--- src/rtl/rbs_pkg.sv ---
// Shared types for the resonant period bin sequencer.
package rbs_pkg;

    // Captured signal select encoding.
    typedef enum logic [1:0] {
        SRC_SENSE    = 2'd0,
        SRC_ERROR    = 2'd1,
        SRC_DUTY_FLT = 2'd2,
        SRC_DUTY_REF = 2'd3
    } src_sel_e;

endpackage

--- src/rtl/rbs_bin_timer.sv ---
// Bin timer: counts ticks inside the current bin and steps the bin index.
// Assumes HALF_BINS is a power of two. Half-period values below HALF_BINS
// are raised to HALF_BINS. The remainder of the division goes into the
// last bin of each half-cycle.
module rbs_bin_timer #(
    parameter int TICK_W    = 16,
    parameter int HALF_BINS = 8,
    localparam int BIN_W    = $clog2(2 * HALF_BINS)
) (
    input  logic              clk,
    input  logic              rst_n,
    input  logic              ctrl_en,
    input  logic              tick_en,
    input  logic [TICK_W-1:0] half_period,
    output logic [BIN_W-1:0]  bin_idx,
    output logic              bin_end
);
    localparam int SH = $clog2(HALF_BINS);
    localparam logic [TICK_W-1:0] HB      = TICK_W'(HALF_BINS);
    localparam logic [TICK_W-1:0] HB_M1   = TICK_W'(HALF_BINS - 1);

    logic [TICK_W-1:0] tick_cnt;
    logic [TICK_W-1:0] eff_hp;
    logic [TICK_W-1:0] base_len;
    logic [TICK_W-1:0] last_len;
    logic [TICK_W-1:0] cur_len;
    logic              is_last;

    // Effective half-period and the length of the current bin.
    always_comb begin
        eff_hp   = (half_period < HB) ? HB : half_period;
        base_len = eff_hp >> SH;
        last_len = eff_hp - base_len * HB_M1;
        is_last  = &bin_idx[SH-1:0];
        cur_len  = is_last ? last_len : base_len;
    end

    // The final tick of a bin; ">=" covers a length that shrinks mid-bin.
    assign bin_end = tick_en && ctrl_en && (tick_cnt >= cur_len - 1'b1);

    // Tick counter and bin index.
    always_ff @(posedge clk) begin
        if (!rst_n || !ctrl_en) begin
            tick_cnt <= '0;
            bin_idx  <= '0;
        end else if (bin_end) begin
            tick_cnt <= '0;
            bin_idx  <= bin_idx + 1'b1;
        end else if (tick_en) begin
            tick_cnt <= tick_cnt + 1'b1;
        end
    end

endmodule

--- src/rtl/rbs_irq_gen.sv ---
// Interrupt generator: raises a one-cycle pulse on the closing tick of the
// programmed bin. Low indexes match in both half-cycles, high indexes only
// in the second. A whole-period divider gates which periods may fire.
module rbs_irq_gen #(
    parameter int BIN_W = 4,
    parameter int DIV_W = 4
) (
    input  logic             clk,
    input  logic             rst_n,
    input  logic             ctrl_en,
    input  logic             irq_en,
    input  logic [BIN_W-1:0] irq_idx,
    input  logic [DIV_W-1:0] irq_div,
    input  logic             bin_end,
    input  logic [BIN_W-1:0] bin_idx,
    output logic             irq_pulse
);
    localparam logic [DIV_W-1:0] ONE = DIV_W'(1);

    logic [DIV_W-1:0] per_cnt;
    logic             period_end;
    logic             hit;
    logic             fire_ok;
    logic             every;

    // Bin match with the dual-half-cycle rule, and the divider gate.
    always_comb begin
        period_end = bin_end && (&bin_idx);
        if (irq_idx[BIN_W-1])
            hit = (bin_idx == irq_idx);
        else
            hit = (bin_idx[BIN_W-2:0] == irq_idx[BIN_W-2:0]);
        every   = (irq_div <= ONE);
        fire_ok = every || (per_cnt == '0);
    end

    // Period counter for the divider; restarts when the controller is off.
    always_ff @(posedge clk) begin
        if (!rst_n || !ctrl_en)
            per_cnt <= '0;
        else if (period_end)
            per_cnt <= (every || per_cnt >= irq_div - ONE) ? '0 : per_cnt + ONE;
    end

    // Registered single-cycle interrupt pulse.
    always_ff @(posedge clk) begin
        if (!rst_n)
            irq_pulse <= 1'b0;
        else
            irq_pulse <= irq_en && bin_end && hit && fire_ok;
    end

endmodule

--- src/rtl/rbs_sample_acc.sv ---
// Sample accumulator: selects one of four signals and sums it over the
// ticks of a bin. The totals it presents include the value on the current
// tick, so on the closing tick they cover the whole bin.
module rbs_sample_acc
    import rbs_pkg::*;
#(
    parameter int DATA_W = 16,
    parameter int TICK_W = 16,
    localparam int SUM_W = DATA_W + TICK_W
) (
    input  logic              clk,
    input  logic              rst_n,
    input  logic              ctrl_en,
    input  logic              tick_en,
    input  logic              bin_end,
    input  logic [1:0]        smp_sel,
    input  logic [DATA_W-1:0] src_sense,
    input  logic [DATA_W-1:0] src_error,
    input  logic [DATA_W-1:0] src_duty_flt,
    input  logic [DATA_W-1:0] src_duty_ref,
    output logic [DATA_W-1:0] cur_val,
    output logic [SUM_W-1:0]  tot_sum,
    output logic [TICK_W-1:0] tot_cnt
);
    logic [SUM_W-1:0]  acc_sum;
    logic [TICK_W-1:0] acc_cnt;
    logic [SUM_W-1:0]  cur_ext;
    src_sel_e          sel;

    // Select the captured signal.
    always_comb begin
        sel = src_sel_e'(smp_sel);
        case (sel)
            SRC_SENSE:    cur_val = src_sense;
            SRC_ERROR:    cur_val = src_error;
            SRC_DUTY_FLT: cur_val = src_duty_flt;
            default:      cur_val = src_duty_ref;
        endcase
        cur_ext = {{TICK_W{cur_val[DATA_W-1]}}, cur_val};
        tot_sum = acc_sum + cur_ext;
        tot_cnt = acc_cnt + 1'b1;
    end

    // Running sum and tick count of the open bin.
    always_ff @(posedge clk) begin
        if (!rst_n || !ctrl_en || bin_end) begin
            acc_sum <= '0;
            acc_cnt <= '0;
        end else if (tick_en) begin
            acc_sum <= tot_sum;
            acc_cnt <= tot_cnt;
        end
    end

endmodule

--- src/rtl/rbs_avg_div.sv ---
// Serial signed divider for bin averages: one quotient bit per clock,
// restoring on the magnitude, sign restored at the end, truncating toward
// zero. Assumes the next start comes at least SUM_W+2 clocks later.
module rbs_avg_div #(
    parameter int SUM_W  = 32,
    parameter int CNT_W  = 16,
    parameter int DATA_W = 16,
    parameter int IDX_W  = 4
) (
    input  logic              clk,
    input  logic              rst_n,
    input  logic              start,
    input  logic [SUM_W-1:0]  dividend,
    input  logic [CNT_W-1:0]  divisor,
    input  logic [IDX_W-1:0]  start_idx,
    output logic              busy,
    output logic              done,
    output logic [DATA_W-1:0] quotient,
    output logic [IDX_W-1:0]  done_idx
);
    localparam int STEP_W = $clog2(SUM_W + 1);

    logic [SUM_W-1:0]  q;
    logic [CNT_W:0]    rem;
    logic [CNT_W:0]    rem_sh;
    logic [CNT_W-1:0]  dvs;
    logic [STEP_W-1:0] steps;
    logic              neg;
    logic [DATA_W-1:0] q_mag;

    // Shifted remainder for this step.
    assign rem_sh = {rem[CNT_W-1:0], q[SUM_W-1]};
    assign q_mag  = q[DATA_W-1:0];

    // Load, iterate and complete.
    always_ff @(posedge clk) begin
        if (!rst_n) begin
            q        <= '0;
            rem      <= '0;
            dvs      <= '0;
            steps    <= '0;
            neg      <= 1'b0;
            busy     <= 1'b0;
            done     <= 1'b0;
            done_idx <= '0;
        end else if (start) begin
            neg      <= dividend[SUM_W-1];
            q        <= dividend[SUM_W-1] ? (~dividend + 1'b1) : dividend;
            rem      <= '0;
            dvs      <= divisor;
            steps    <= STEP_W'(SUM_W);
            busy     <= 1'b1;
            done     <= 1'b0;
            done_idx <= start_idx;
        end else if (busy) begin
            if (rem_sh >= {1'b0, dvs}) begin
                rem <= rem_sh - {1'b0, dvs};
                q   <= {q[SUM_W-2:0], 1'b1};
            end else begin
                rem <= rem_sh;
                q   <= {q[SUM_W-2:0], 1'b0};
            end
            steps <= steps - 1'b1;
            busy  <= (steps != STEP_W'(1));
            done  <= (steps == STEP_W'(1));
        end else begin
            done <= 1'b0;
        end
    end

    // Signed result.
    assign quotient = neg ? (~q_mag + 1'b1) : q_mag;

endmodule

--- src/rtl/rbs_sample_bank.sv ---
// Sample bank: one register per bin, written through a single port and
// presented as a flat vector with entry b at bits [DATA_W*b +: DATA_W].
module rbs_sample_bank #(
    parameter int NUM_BINS = 16,
    parameter int DATA_W   = 16,
    localparam int BIN_W   = $clog2(NUM_BINS)
) (
    input  logic                       clk,
    input  logic                       rst_n,
    input  logic                       wr_en,
    input  logic [BIN_W-1:0]           wr_idx,
    input  logic [DATA_W-1:0]          wr_data,
    output logic [NUM_BINS*DATA_W-1:0] bank
);
    for (genvar g = 0; g < NUM_BINS; g++) begin : g_entry
        // Hold one bin's sample until that bin is written again.
        always_ff @(posedge clk) begin
            if (!rst_n)
                bank[g*DATA_W +: DATA_W] <= '0;
            else if (wr_en && wr_idx == BIN_W'(g))
                bank[g*DATA_W +: DATA_W] <= wr_data;
        end
    end

endmodule

--- src/rtl/resonant_bin_seq.sv ---
// Resonant period bin sequencer top. Divides each drive period into
// 2*HALF_BINS bins driven by a tick enable, produces the square wave and
// interrupt pulses, and captures one sample per bin. Assumes tick_en is a
// single-cycle pulse with at least DATA_W+TICK_W+2 clocks between ticks.
module resonant_bin_seq #(
    parameter int TICK_W    = 16,
    parameter int DATA_W    = 16,
    parameter int DIV_W     = 4,
    parameter int HALF_BINS = 8,
    localparam int NUM_BINS = 2 * HALF_BINS,
    localparam int BIN_W    = $clog2(NUM_BINS)
) (
    input  logic                       clk,
    input  logic                       rst_n,
    input  logic                       tick_en,
    input  logic                       ctrl_en,
    input  logic [TICK_W-1:0]          half_period,
    input  logic                       polarity,
    input  logic                       irq_en,
    input  logic [BIN_W-1:0]           irq_idx,
    input  logic [DIV_W-1:0]           irq_div,
    input  logic                       smp_mode,
    input  logic [1:0]                 smp_sel,
    input  logic [DATA_W-1:0]          src_sense,
    input  logic [DATA_W-1:0]          src_error,
    input  logic [DATA_W-1:0]          src_duty_flt,
    input  logic [DATA_W-1:0]          src_duty_ref,
    output logic                       wave_out,
    output logic [BIN_W-1:0]           bin_idx,
    output logic                       irq_pulse,
    output logic [NUM_BINS*DATA_W-1:0] smp_bank
);
    localparam int SUM_W = DATA_W + TICK_W;

    logic              bin_end;
    logic [DATA_W-1:0] cur_val;
    logic [SUM_W-1:0]  tot_sum;
    logic [TICK_W-1:0] tot_cnt;
    logic              div_busy;
    logic              div_done;
    logic [DATA_W-1:0] div_q;
    logic [BIN_W-1:0]  div_idx;
    logic              direct_wr;
    logic              wr_en;
    logic [BIN_W-1:0]  wr_idx;
    logic [DATA_W-1:0] wr_data;

    rbs_bin_timer #(.TICK_W(TICK_W), .HALF_BINS(HALF_BINS)) u_tmr (
        .clk         (clk),
        .rst_n       (rst_n),
        .ctrl_en     (ctrl_en),
        .tick_en     (tick_en),
        .half_period (half_period),
        .bin_idx     (bin_idx),
        .bin_end     (bin_end)
    );

    rbs_irq_gen #(.BIN_W(BIN_W), .DIV_W(DIV_W)) u_irq (
        .clk       (clk),
        .rst_n     (rst_n),
        .ctrl_en   (ctrl_en),
        .irq_en    (irq_en),
        .irq_idx   (irq_idx),
        .irq_div   (irq_div),
        .bin_end   (bin_end),
        .bin_idx   (bin_idx),
        .irq_pulse (irq_pulse)
    );

    rbs_sample_acc #(.DATA_W(DATA_W), .TICK_W(TICK_W)) u_acc (
        .clk          (clk),
        .rst_n        (rst_n),
        .ctrl_en      (ctrl_en),
        .tick_en      (tick_en),
        .bin_end      (bin_end),
        .smp_sel      (smp_sel),
        .src_sense    (src_sense),
        .src_error    (src_error),
        .src_duty_flt (src_duty_flt),
        .src_duty_ref (src_duty_ref),
        .cur_val      (cur_val),
        .tot_sum      (tot_sum),
        .tot_cnt      (tot_cnt)
    );

    rbs_avg_div #(.SUM_W(SUM_W), .CNT_W(TICK_W), .DATA_W(DATA_W), .IDX_W(BIN_W)) u_div (
        .clk       (clk),
        .rst_n     (rst_n),
        .start     (bin_end && !smp_mode),
        .dividend  (tot_sum),
        .divisor   (tot_cnt),
        .start_idx (bin_idx),
        .busy      (div_busy),
        .done      (div_done),
        .quotient  (div_q),
        .done_idx  (div_idx)
    );

    // Bank write port: divider results first, else direct last-value writes.
    always_comb begin
        direct_wr = bin_end && smp_mode;
        wr_en     = direct_wr || div_done;
        wr_idx    = div_done ? div_idx : bin_idx;
        wr_data   = div_done ? div_q : cur_val;
    end

    rbs_sample_bank #(.NUM_BINS(NUM_BINS), .DATA_W(DATA_W)) u_bank (
        .clk     (clk),
        .rst_n   (rst_n),
        .wr_en   (wr_en),
        .wr_idx  (wr_idx),
        .wr_data (wr_data),
        .bank    (smp_bank)
    );

    // Square wave from the half-cycle bit, polarity applied combinationally.
    assign wave_out = bin_idx[BIN_W-1] ^ polarity;

endmodule

--- config.mk ---
export PLATFORM = sky130hd
export DESIGN_NAME = resonant_bin_seq
export DESIGN_NICKNAME = d
export VERILOG_FILES = /design/src/rtl/rbs_pkg.sv /design/src/rtl/rbs_bin_timer.sv /design/src/rtl/rbs_irq_gen.sv /design/src/rtl/rbs_sample_acc.sv /design/src/rtl/rbs_avg_div.sv /design/src/rtl/rbs_sample_bank.sv /design/src/rtl/resonant_bin_seq.sv
export SDC_FILE = /design/constraint.sdc
export NUM_CORES = 1
export LEC_CHECK = 0
export ABC_CLOCK_PERIOD_IN_PS = 9400
export BUFFER_PORTS_ARGS = -buffer_cell sky130_fd_sc_hd__buf_2
export CAP_MARGIN = 20
export CORE_MARGIN = 4
export CORE_UTILIZATION = 35
export CTS_CLUSTER_DIAMETER = 120
export DETAILED_ROUTE_END_ITERATION = 10
export HOLD_SLACK_MARGIN = 0.05
export SLEW_MARGIN = 20
export SYNTH_ARGS = -nofsm -noshare
export SYNTH_HDL_FRONTEND = slang
export SYNTH_SLANG_ARGS = --single-unit
--- constraint.sdc ---
create_clock -name clk -period 9.4 [get_ports clk]
set_clock_uncertainty 0.1 [all_clocks]
set_input_delay 0.47 -clock clk [delete_from_list [all_inputs] [get_ports clk]]
set_output_delay 0.47 -clock clk [all_outputs]
set_load 0.02 [all_outputs]
# Word-level counts from Yosys, hierarchy flattened
# Cells that the tools add are included.
[word_totals] output_inout_bits=262 mem_bits_ro=0 word_cells=133 mem_bits_rw=0 ff_bits=406 latch_bits=0 memories=0 input_bits=97
[classes] n_mul=1 n_div=0 mux=17 eq_ne=21 bitwise_logic=5 magnitude_cmp=5 add_sub_neg=12 n_shift=0 reduce_logical=41
[op_table] cell="32-bit 2-to-1 mux" n=3
[op_table] cell="16-bit 2-to-1 mux" n=5
[op_table] cell="16-bit by 1-bit adder with 16-bit output (second input constant)" n=3
[op_table] cell="16-bit case mux with 3 select lines" n=1
[op_table] cell="32-bit by 1-bit adder with 32-bit output (second input constant)" n=1
[op_table] cell="32-bit adder" n=1
[op_table] cell="4-bit == test (second input constant)" n=8
[op_table] cell="32-bit NOT" n=1
[op_table] cell="16-bit subtractor" n=2
[op_table] cell="1-bit logical AND" n=24
[op_table] cell="17-bit by 16-bit greater-or-equal comparator with 1-bit output" n=1
[op_table] cell="4-bit by 3-bit == test with 1-bit output (second input constant)" n=4
[op_table] cell="16-bit greater-or-equal comparator" n=1
[op_table] cell="16-bit by 4-bit < comparator with 1-bit output (second input constant)" n=1
[op_table] cell="13-bit by 3-bit multiplier with 16-bit output (second input constant)" n=1
[op_table] cell="16-bit NOT" n=1
[op_table] cell="16-bit by 1-bit subtractor with 16-bit output (second input constant)" n=1
[op_table] cell="6-bit 2-to-1 mux" n=2
[op_table] cell="4-bit by 1-bit adder with 4-bit output (second input constant)" n=2
[op_table] cell="4-bit by 2-bit == test with 1-bit output (second input constant)" n=2
[op_table] cell="4-bit logical NOT" n=2
[op_table] cell="4-bit 2-to-1 mux" n=2
[op_table] cell="6-bit by 1-bit == test with 1-bit output (second input constant)" n=1
[op_table] cell="6-bit by 1-bit != test with 1-bit output (second input constant)" n=1
[op_table] cell="other kinds (20)" n=31

# Depth between registers and ports, before layout
[depth] word_depth=11 mapped_depth=33 ltp_nobuf=31

# Hierarchy
# A second synthesis with hierarchy kept.
[hier_totals] hier_cells=2493 hier_area_um2=22845.7
[by_module_without_submodules] module="rbs_sample_bank" seq_area_each_um2=5124.9 area_each_um2=9256.4 cells_per_inst=876 instances=1
[by_module_without_submodules] module="rbs_avg_div" seq_area_each_um2=1541.5 area_each_um2=5061.1 cells_per_inst=602 instances=1
[by_module_without_submodules] module="rbs_sample_acc" seq_area_each_um2=960.9 area_each_um2=4211.5 cells_per_inst=498 instances=1
[by_module_without_submodules] module="rbs_bin_timer" seq_area_each_um2=400.4 area_each_um2=3552.2 cells_per_inst=443 instances=1
[by_module_without_submodules] module="rbs_irq_gen" seq_area_each_um2=100.1 area_each_um2=422.9 cells_per_inst=49 instances=1
[by_module_without_submodules] module="resonant_bin_seq" seq_area_each_um2=0.0 area_each_um2=341.6 cells_per_inst=25 instances=1

# Worst setup path after synthesis
# No wires, ideal clock.
[synth_timing] path_kind="input to register" start="input port half_period[14]" end="register u_bank.bank[192]" slack_ns=2.228 arrival_time_ns=6.956 setup_time_ns=0.116 required_ns=9.184 stages=33 n_path_buf=2 cell_sequence="inv_1 > ha_1 > nor4b_2 > nand3_1 > nand2b_1 > inv_1 > fa_1 > inv_1 > ha_1 > inv_1 > ha_1 > a21o_1 > a21o_1 > a21oi_1 > nor4bb_1 > nor3_1 > nand4_1 > a211o_1 > nor3_2 > nand3b_1 > xnor2_1 > ha_1 > nand4_1 > a211oi_1 > a2111oi_0 > o21ai_0 > o2111ai_1 > o41a_1 > nor2_1 > clkbuf_1 > clkbuf_1 > nand2_1 > o211a_1"
[synth_via] elab_chain_len=11
[synth_lines] item="from (decl)" line="resonant_bin_seq.sv:17" rtl="input logic [TICK_W-1:0] half_period,"
[synth_lines] item="16-bit by 4-bit < comparator with 1-bit output" line="rbs_bin_timer.sv:31" rtl="eff_hp = (half_period < HB) ? HB : half_period;"
[synth_lines] item="16-bit 2-to-1 mux (*)" line="rbs_bin_timer.sv:31"
[synth_lines] item="13-bit by 3-bit multiplier with 16-bit output" line="rbs_bin_timer.sv:33" rtl="last_len = eff_hp - base_len * HB_M1;"
[synth_lines] item="16-bit subtractor" line="rbs_bin_timer.sv:33"
[synth_lines] item="16-bit 2-to-1 mux (*)" line="rbs_bin_timer.sv:35" rtl="cur_len = is_last ? last_len : base_len;"
[synth_lines] item="16-bit by 1-bit subtractor with 16-bit output (*)" line="rbs_bin_timer.sv:39" rtl="assign bin_end = tick_en && ctrl_en && (tick_cnt >= cur_len - 1'b1);"
[synth_lines] item="16-bit greater-or-equal comparator (*)" line="rbs_bin_timer.sv:39"
[synth_lines] item="1-bit logical AND (*)" line="rbs_bin_timer.sv:39"
[synth_lines] item="1-bit logical AND (*)" line="resonant_bin_seq.sv:101" rtl="direct_wr = bin_end && smp_mode;"
[synth_lines] item="1-bit logical OR (*)" line="resonant_bin_seq.sv:102" rtl="wr_en = direct_wr || div_done;"
[synth_lines] item="1-bit logical AND (*)" line="rbs_sample_bank.sv:20" rtl="else if (wr_en && wr_idx == BIN_W'(g))"
[synth_lines] item="to (signal, indexed assignment)" line="rbs_sample_bank.sv:21" rtl="bank[g*DATA_W +: DATA_W] <= wr_data;"
[synth_lines] item="to (decl)" line="rbs_sample_bank.sv:13" rtl="output logic [NUM_BINS*DATA_W-1:0] bank"
# Every way passes the cells marked *; elsewhere a longest branch is shown, timed or not.
# A chain may end at the register's enable or synchronous reset.

# Final worst setup path
[layout_timing] start="input port half_period[14]" end="register u_bank.bank[223]"
# Same word-level chain as after synthesis.

==> key figures <==
Run status
  – Status: finished, final reports clean

Floorplanning
  – Top-Level Pins: 359
  – Die ar.: 68540 um2
  – Core outline area: 63430 um2
  – Cell Rows: 92
  – Starting Density: 0.3555
  – Chip Width: 261.8 um
  – Die Y: 261.8 um

Place
  – Post-DP Area: 25190 um2
  – Gpl congestion: 0.8724
  – Placed cells: 3552
  – Port bufs: 358
  – DPL Wire Length: 48150 um

Critical path
  – Crit end category: flip-flop
  – WP data arrival: 8.23 ns
  – CP Data Required Time: 9.75 ns
  – Crit Path Category: in -> reg
  – Worst reg-to-reg setup slack: 3.03 ns
  – R2r worst-path depth: 22
  – Slowest CP cell: nor2_2
  – Top delay family on crit path: simple AND/OR/NAND/NOR gates
  – Worst flop-to-flop path endpoint: u_bank.bank[223]
  – Number of cells on the critical path: 32
  – Reg2reg start: u_tmr.bin_idx[0]
  – Setup crit start kind: input port
  – Critical Path Sink: u_bank.bank[223]
  – WP buf/inv: 6
  – CP max stage delay: 0.80 ns
  – Worst Path Max Fanout: 21
  – Critical Path Source: half_period[14]

Route
  – Via Count: 18708
  – DRC viols: 0
  – Routed Antenna Nets: 0
  – Iter 0 DRT Violations: 1002
  – Average wire per standard cell: 18.21 um
  – Via density: 5.149
  – Wirelength, routed: 66160 um
  – DR pass1 iterations: 5

STA
  – Worst hold slack: 0.1222 ns
  – Slew Viols, Final: 0
  – Least-Margin Pin Slew: 1.092 ns
  – Fin crit period: 7.879 ns
  – RSZ-0062 raised after global routing: no
  – Fmax: 126.9 MHz
  – Final Hold Fails: 0
  – Slew HR: 0.2718
  – Final setup vio count: 0
  – Setup Total Neg Slack: 0 ns
  – Final clock period utilization by the worst path: 0.8382

Clock network
  – TritonCTS clock tree: done
  – Clk_lat worst skew: 0.57 ns
  – CTS root buffer: clkbuf_16
  – H-tree Lvls: 2
  – Post-CTS Hold Fix Bufs: 0
  – TritonCTS Sinks: 406
  – Worst-path clk slew: 0.06 ns
  – Max Root-Sink Buffers: 3
  – Post-CTS setup buffer count: 0
  – Post-CTS sizing: 0
  – TritonCTS buffer count: 45

Yosys
  – Synthesized instance count: 2467
  – Syn Area/Cell: 9.139 um2
  – Syn Nets: 2687
  – Yosys reg bits: 406
  – FFs w/ async S/R, synth: 0
  – Yosys top cell by area: dfxtp_1
  – Post-synth EDFFs: 0
  – Primary FF master, synth: dfxtp_1
  – Sequential area share after synthesis: 0.3605
  – Synth top area share: 0.3605
  – Yosys Warn Count: 0
  – Cell variety after synth: 92
  – Post-synthesis cell area: 22550 um2
  – Top cells by area, synth: dfxtp_1 36%, mux2i_1 10%, ha_1 5.5%

Global route
  – First-pass GRT wire length: 102200 um
  – GRT Overall Usage: 0.1847
  – Initial antenna violation count: 1
  – Largest net degree at the start of global routing: 260
  – Grt ovf: 0
  – Vias in the first global route: 18550

Finish
  – Cell area after layout: 26780 um2
  – Post-Layout Cell Count: 3633
  – Layout Nets: 2973
  – Diodes inserted: 0
  – Area grow syn2layout: 18.80%
  – Fillcell total: 6197
  – Share of cells above drive strength 1: 0.2121

Run
  – Max cap viols: 0

Pwr
  – Switching pwr: 1.212 mW
  – Clk network pwr share: 0.432
  – Sw frac: 0.2766
  – Seq pwr share: 0.396
  – Max IR drop VDD: 0.0001326 V
  – Logic pwr share: 0.172
  – Total power: 4.381 mW
  – Leakage: 12.06 nW
  – Internal power: 3.170 mW
  – Pwr dens: 163.6 nW/um2

Worst hold path
  – WHS Path Cells: 3
  – HP Class: in -> reg
==> how the worst min path moves through the flow <==
| stage | startpoint | endpoint | slack [ns] |
|---|---|---|---|
| finish | irq_en | u_irq.irq_pulse | 0.12 |
| global route | irq_en | u_irq.irq_pulse | 0.09 |
| CTS | irq_en | u_irq.irq_pulse | 0.07 |
| detailed placement | u_div.rem[15] | u_div.rem[15] | 0.37 |
| global placement | u_div.rem[15] | u_div.rem[15] | 0.36 |
| floorplan | u_div.busy | u_div.steps[0] | 0.34 |
==> registers in the layout (all words and copies together) (netlist names) <==
| name | flops |
|---|---|
| u_div.done_idx | 4 |
| u_div.busy | 1 |
| u_tmr.tick_cnt | 16 |
| u_irq.irq_pulse | 1 |
| u_div.dvs | 16 |
| u_acc.acc_cnt | 16 |
| u_div.neg | 1 |
| u_div.done | 1 |
| u_tmr.bin_idx | 4 |
| u_irq.per_cnt | 4 |
| u_div.steps | 6 |
| u_bank.bank | 256 |
| u_div.q | 32 |
| u_div.rem | 16 |
| u_acc.acc_sum | 32 |
==> tightest hold or removal path, delay by kind of cell <==
| family | cells | cell delay, ns |
|---|---|---|
| and+or+nand+nor | 1 | 0.06 |
| buffers and inverters | 1 | 0.10 |
| AOI/OAI and AO/OA | 1 | 0.11 |
==> Yosys cell counts (all sizes together), types with 14 or more instances <==
master	count
mux4	16
nor2	194
nor2b	194
xor2	84
o21ai	76
a21oi	117
a21boi	14
nor3	28
buf	36
inv	111
or3	16
ha	99
nand2	213
dfxtp	406
o31ai	20
nand2b	18
mux2i	229
nand3	28
mux2	27
xnor2	65
a211oi	30
a21o	27
fa	24
clkbuf	125
o211a	99
nand4	23
and3	17
==> power groups by stage <==
| stage | Combinational, mW | Sequential, mW | Clock (mW) |
|---|---|---|---|
| after global placement | 0.737 | 1.77 | 0 |
| after floorplan | 0.552 | 1.77 | 0 |
| final | 0.753 | 1.73 | 1.89 |
| after CTS | 0.756 | 1.73 | 1.94 |
| after global routing | 0.834 | 1.73 | 2.01 |
| after detailed placement | 0.751 | 1.77 | 0 |
==> final cells by class <==
cell class                 count  area (um2)  area share
sequential                   406        8130      0.3035
timing repair buffer         400        2126     0.07937
clock inverter                21       350.3     0.01308
tap                          846        1059     0.03952
inverter                     111       416.7     0.01556
multi-input combinational   1789       13460      0.5025
clock buffer                  60        1242     0.04639
==> layer usage <==
metal	global-route usage	vias up	wire length (um)
li1	-	9144	-
met1	0.2365	8999	29170
met2	0.3164	451	31480
met3	0.03248	112	3427
met4	0.06021	2	2067
met5	0	-	13
==> stage by stage <==
stage	utilization	worst slack, ns
after floorplan	-	2.228
after global placement	0.3972	1.211
after detailed placement	0.3972	0.9311
after CTS	0.4223	1.498
after global routing	0.4223	0.8230
final	0.4223	1.521
==> kinds of logic after synthesis <==
kind of cell,count (synthesis),share of synthesized area
buffers and inverters,272,0.04845
adder cells (fa/ha/maj),123,0.07625
AO/OA/AOI/OAI,458,0.1493
AND/OR/NAND/NOR,787,0.1765
XOR/XNOR,149,0.05788
multiplexers,272,0.1311
flip-flops,406,0.3605
==> layout by cell type, fill, tap and decap left out, types with 24 or more instances in the layout <==
cell type  count
dfxtp_1      404
buf_2        357
mux2i_1      224
nand2_1      213
nor2b_1      193
nor2_1       175
inv_1        111
a21oi_1      104
o211a_1       99
ha_1          99
xor2_1        84
o21ai_0       68
xnor2_1       65
clkbuf_16     45
buf_4         41
a211oi_1      28
nor3_1        27
a21o_1        27
mux2_2        27
nand3_1       26
fa_1          24
Power figures use the tool's default switching activity.
